<file path="config.mk">
export PLATFORM = sky130hd
export DESIGN_NAME = presettable_counter
export DESIGN_NICKNAME = d
export VERILOG_FILES = /design/src/rtl/presettable_counter_pkg.sv /design/src/rtl/cnt_ctrl.sv /design/src/rtl/cnt_next.sv /design/src/rtl/cnt_reg.sv /design/src/rtl/presettable_counter.sv
export SDC_FILE = /design/constraint.sdc
export NUM_CORES = 1
export LEC_CHECK = 0
export ABC_AREA = 1
export BUFFER_PORTS_ARGS = -buffer_cell sky130_fd_sc_hd__buf_2
export CAP_MARGIN = 30
export CORE_AREA = 2 2 39 41
export CTS_BUF_LIST = sky130_fd_sc_hd__clkbuf_16
export CTS_CLUSTER_DIAMETER = 30
export DETAILED_ROUTE_END_ITERATION = 8
export DIE_AREA = 0 0 41 43
export SLEW_MARGIN = 20
export SYNTH_ARGS = -nofsm -noshare
export SYNTH_HDL_FRONTEND = slang
export SYNTH_SLANG_ARGS = --single-unit
</file>
<file path="constraint.sdc">
create_clock -name clk -period 2.1 [get_ports clk]
set_input_delay 0.315 -clock clk [delete_from_list [all_inputs] [get_ports clk]]
set_output_delay 0.315 -clock clk [all_outputs]
set_load 0.01 [all_outputs]
</file>
<file path="src/rtl/presettable_counter_pkg.sv">
package presettable_counter_pkg;

  // Action selected for the coming clock edge, in priority order.
  typedef enum logic [1:0] {
    MODE_HOLD  = 2'd0,
    MODE_COUNT = 2'd1,
    MODE_LOAD  = 2'd2,
    MODE_CLEAR = 2'd3
  } cnt_mode_e;

endpackage

</file>
<file path="src/rtl/cnt_ctrl.sv">
module cnt_ctrl
  import presettable_counter_pkg::*;
(
  input  logic      clr_n,
  input  logic      load_n,
  input  logic      en_p,
  input  logic      en_t,
  output cnt_mode_e mode
);

  // Clear beats preset, preset beats counting, counting needs both enables.
  always_comb begin
    if (!clr_n) begin
      mode = MODE_CLEAR;
    end else if (!load_n) begin
      mode = MODE_LOAD;
    end else if (en_p && en_t) begin
      mode = MODE_COUNT;
    end else begin
      mode = MODE_HOLD;
    end
  end

endmodule

</file>
<file path="src/rtl/cnt_next.sv">
module cnt_next
  import presettable_counter_pkg::*;
#(
  parameter int WIDTH = 4
) (
  input  cnt_mode_e        mode,
  input  logic [WIDTH-1:0] cur,
  input  logic [WIDTH-1:0] din,
  output logic [WIDTH-1:0] nxt,
  output logic             upd,
  output logic             all_ones
);

  localparam int CHAIN = WIDTH + 1;

  logic [CHAIN-1:0] ones_below;
  logic [WIDTH-1:0] incr;

  assign ones_below[0] = 1'b1;

  // Each bit flips when every bit below it is one; the chain end flags all ones.
  genvar gi;
  generate
    for (gi = 0; gi < WIDTH; gi++) begin : g_bit
      assign ones_below[gi+1] = ones_below[gi] & cur[gi];
      assign incr[gi]         = cur[gi] ^ ones_below[gi];
    end
  endgenerate

  assign all_ones = ones_below[WIDTH];

  always_comb begin
    unique case (mode)
      MODE_CLEAR: nxt = '0;
      MODE_LOAD:  nxt = din;
      MODE_COUNT: nxt = incr;
      default:    nxt = cur;
    endcase
  end

  assign upd = (mode != MODE_HOLD);

endmodule

</file>
<file path="src/rtl/cnt_reg.sv">
module cnt_reg #(
  parameter int WIDTH = 4
) (
  input  logic             clk,
  input  logic             rst_n,
  input  logic             en,
  input  logic [WIDTH-1:0] d,
  output logic [WIDTH-1:0] q
);

  always_ff @(posedge clk or negedge rst_n) begin
    if (!rst_n) begin
      q <= '0;
    end else if (en) begin
      q <= d;
    end
  end

endmodule

</file>
<file path="src/rtl/presettable_counter.sv">
module presettable_counter
  import presettable_counter_pkg::*;
#(
  parameter int WIDTH = 4
) (
  input  logic             clk,
  input  logic             rst_n,
  input  logic             clr_n,
  input  logic             load_n,
  input  logic             en_p,
  input  logic             en_t,
  input  logic [WIDTH-1:0] din,
  output logic [WIDTH-1:0] count,
  output logic             carry
);

  cnt_mode_e        mode;
  logic [WIDTH-1:0] cnt_q;
  logic [WIDTH-1:0] cnt_d;
  logic             cnt_en;
  logic             term;

  cnt_ctrl u_ctrl (
    .clr_n  (clr_n),
    .load_n (load_n),
    .en_p   (en_p),
    .en_t   (en_t),
    .mode   (mode)
  );

  cnt_next #(.WIDTH(WIDTH)) u_next (
    .mode     (mode),
    .cur      (cnt_q),
    .din      (din),
    .nxt      (cnt_d),
    .upd      (cnt_en),
    .all_ones (term)
  );

  cnt_reg #(.WIDTH(WIDTH)) u_reg (
    .clk   (clk),
    .rst_n (rst_n),
    .en    (cnt_en),
    .d     (cnt_d),
    .q     (cnt_q)
  );

  assign count = cnt_q;
  assign carry = term & en_t;

endmodule

</file>
==> key figures <==
Synthesis
  • Cell variety after synth: 10
  • Compound-Gate Fraction of Synth Area: 0%
  • Mapped cell area: 298 um2
  • Synth Area per Inst: 7.44 um2
  • Seq/Total Area, Yosys: 33.6%
  • Post-synthesis mux area share: 0%
  • Adder-Cell Fraction of Synth Area: 12.6%
  • Simple logic cell fraction of the synthesized area: 43.7%
  • Syn nets: 53
  • Synth Warn #: 0
  • Largest family of logic cells by synthesized area: simple AND/OR/NAND/NOR gates
  • Synthesized instance count: 40
  • Xor and xnor fraction of the mapped netlist area: 0%
  • Total of flip-flops plus latches after synthesis: 4

Cells and area
  • Commonest non-fill, non-tap cell in the layout: buf_2
  • # nets final: 72
  • Regs by FF count: u_reg.q x4
  • Synthesis-to-layout area growth: 55.0%
  • Most flops, register: u_reg.q
  • Share of layout cells above drive strength 1: 33.3%
  • Antenna cells: 0
  • Number of flip-flops in the largest register: 4
  • Fill cells: 147
  • Most frequent cells in the layout: buf_2, nor2_1, nand3_1

Worst setup path
  • Largest delay share family, worst path: adder cells
  • CP max stage cell: dfrtp_1
  • R2R depth: 7
  • CP Class: reg2out
  • CP Capture Point: carry
  • Setup crit end kind: output port
  • CP Max Fanout: 4
  • Critical path arrival: 1400 ps
  • WP data required: 1780 ps
  • Crit path top cell by count: ha_1
  • Worst R2R End: u_reg.q[3]$_DFFE_PN0P_
  • Crit. Startpoint: u_reg.q[0]$_DFFE_PN0P_
  • CP Cell Sequence: ha_1 -> ha_1 -> ha_1 -> nand2_1 -> inv_1 -> buf_2
  • Worst path bufs/invs: 2
  • Setup crit start kind: flop
  • Worst reg-to-reg setup slack: 600 ps
  • FF-to-FF Start: u_reg.q[0]$_DFFE_PN0P_
  • Critical Path Max Stage Delay: 400 ps
  • Stages on worst setup path: 6

Run status
  • Status: finished clean

Global route
  • Grt ovf: 0
  • First-pass GRT wire length: 1290 um
  • Initial antenna violation count: 0
  • Global-route usage over all layers: 12.2%
  • Largest net degree at the start of global routing: 10
  • Vias in the first global route: 338

Die
  • IO Count: 15
  • Floorplan core area: 1380 um2
  • Vert. Die Dim: 43 um
  • Initial Util: 21.5%
  • DIE AREA: 1760 um2
  • Die extent in x: 41 um
  • Num rows: 14

Power
  • Total power: 453 uW
  • Max VDD drop: 319 uV
  • Static Leak: 0.281 nW
  • Power per cell area: 981 nW/um2

Clock tree
  • CTS root buf: clkbuf_16
  • Clk slew on worst S/H paths: 30 ps
  • CTS tree: built
  • H-tree levels: 1
  • Clock Latency Late Sink: 230 ps
  • Longest Clk Path Bufs: 2
  • Post-CTS resize count: 0
  • Clock Sinks: 4
  • CTS buffer count: 3

STA
  • Max_slew headroom: 88.2%
  • Setup Total Neg Slack: 0 ps
  • Tmin final: 1720 ps
  • Final Max Slew Viols: 0
  • Clock Skew: 1.44 ps
  • Final Setup Violations: 0
  • Period utilization: 81.7%
  • Fin. Hold Viols: 0
  • Max Clk Rate: 0.583 GHz
  • Worst slew pin tran: 178 ps
  • Final setup margin: 383 ps
  • Setup repair after global routing missed its margin: false

Route
  • Wire per inst: 10.3 um
  • Number of remaining DRC errors: 0
  • Vias: 322
  • Initial DRC Count: 1
  • DR pass1 iterations: 2
  • Number of vias per cell: 4.41
  • ANT nets after route: 0
  • Final WL: 752 um

Placement
  • I/O Buffers: 14
  • HPWL Detailed: 543 um
  • DP Worst Slack: 618 ps
  • Final GP Congestion: 0.694

Run
  • Max-cap violations: 0

Hold path
  • Hold Path Class: in2reg
## layout make-up
| cell class | instances | area, um2 | share of cell area, % |
|---|---|---|---|
| Timing Repair Buffer | 15 | 80.1 | 17.3 |
| Sequential cell | 4 | 100 | 21.7 |
| Multi-Input combinational cell | 30 | 168 | 36.3 |
| Inverter | 5 | 18.8 | 4.07 |
| Tap cell | 16 | 20.0 | 4.34 |
| Clock buffer | 3 | 75.1 | 16.3 |
## synth_stat cells, drive strengths merged
| cell type | n | area share, % |
|---|---|---|
| nand4 | 1 | 2.1 |
| nand3 | 9 | 15 |
| nand2 | 7 | 11 |
| nor2 | 10 | 15 |
| inv | 5 | 6.3 |
| buf | 1 | 3.8 |
| ha | 3 | 13 |
| dfrtp | 4 | 34 |
## worst register-to-register path: stages, from the launching register on
cell	delay, ps
dfrtp_1	400
ha_1	220
ha_1	180
ha_1	280
nand3_1	90
nand2_1	60
nor2_1	100
nor2_1	50
## what timing repair did
action / CTS / global route
setup endpoints to repair: 0 / 0
endpoints found under the hold margin: 4 / 0
setup buffers: 0 / 0
hold buffers: 1 / 0
## worst min path at each step
stage / start / cells past startpoint / slack, ps / end
5_1_grt: din[0] / 3 / 380 / u_reg.q[0]$_DFFE_PN0P_
3_5_place_dp: rst_n / 1 / 120 / u_reg.q[2]$_DFFE_PN0P_
4_1_cts: din[0] / 3 / 370 / u_reg.q[0]$_DFFE_PN0P_
3_3_place_gp: rst_n / 1 / 120 / u_reg.q[2]$_DFFE_PN0P_
2_1_floorplan: rst_n / 0 / 20 / u_reg.q[0]$_DFFE_PN0P_
6_report: din[0] / 3 / 360 / u_reg.q[0]$_DFFE_PN0P_
## stage by stage
stage                     hold slack, ps  std cells  utilization, %  cell area [um2]
after floorplan                     19.4         40               -              298
after global placement               124         69            27.2              377
after detailed placement             121         69            27.2              377
after CTS                            368         73            33.4              462
after global routing                 381         73            33.4              462
final                                362         73            33.4              462
## logic make-up (layout without fill, tap and decap cells)
| family | after synthesis | count (layout) |
|---|---|---|
| and+or+nand+nor | 27 | 27 |
| buffers and inverters | 6 | 23 |
| DFF | 4 | 4 |
| adders and majority gates | 3 | 3 |
## power breakdown
part	total, mW	switching, mW	internal [mW]
combinational	0.0603	0.0343	0.0260
sequential	0.0930	0.00715	0.0859
clock	0.300	0.0561	0.243
total	0.453	0.0976	0.355
## layer usage
layer	global-route usage (%)	part of all wire, %	vias up
met4	12.0	3.3	0
met5	0	0	-
met1	9.21	35	149
li1	-	-	162
met3	6.28	4.8	3
met2	19.7	57	8
(Power assumes the default switching activity.)
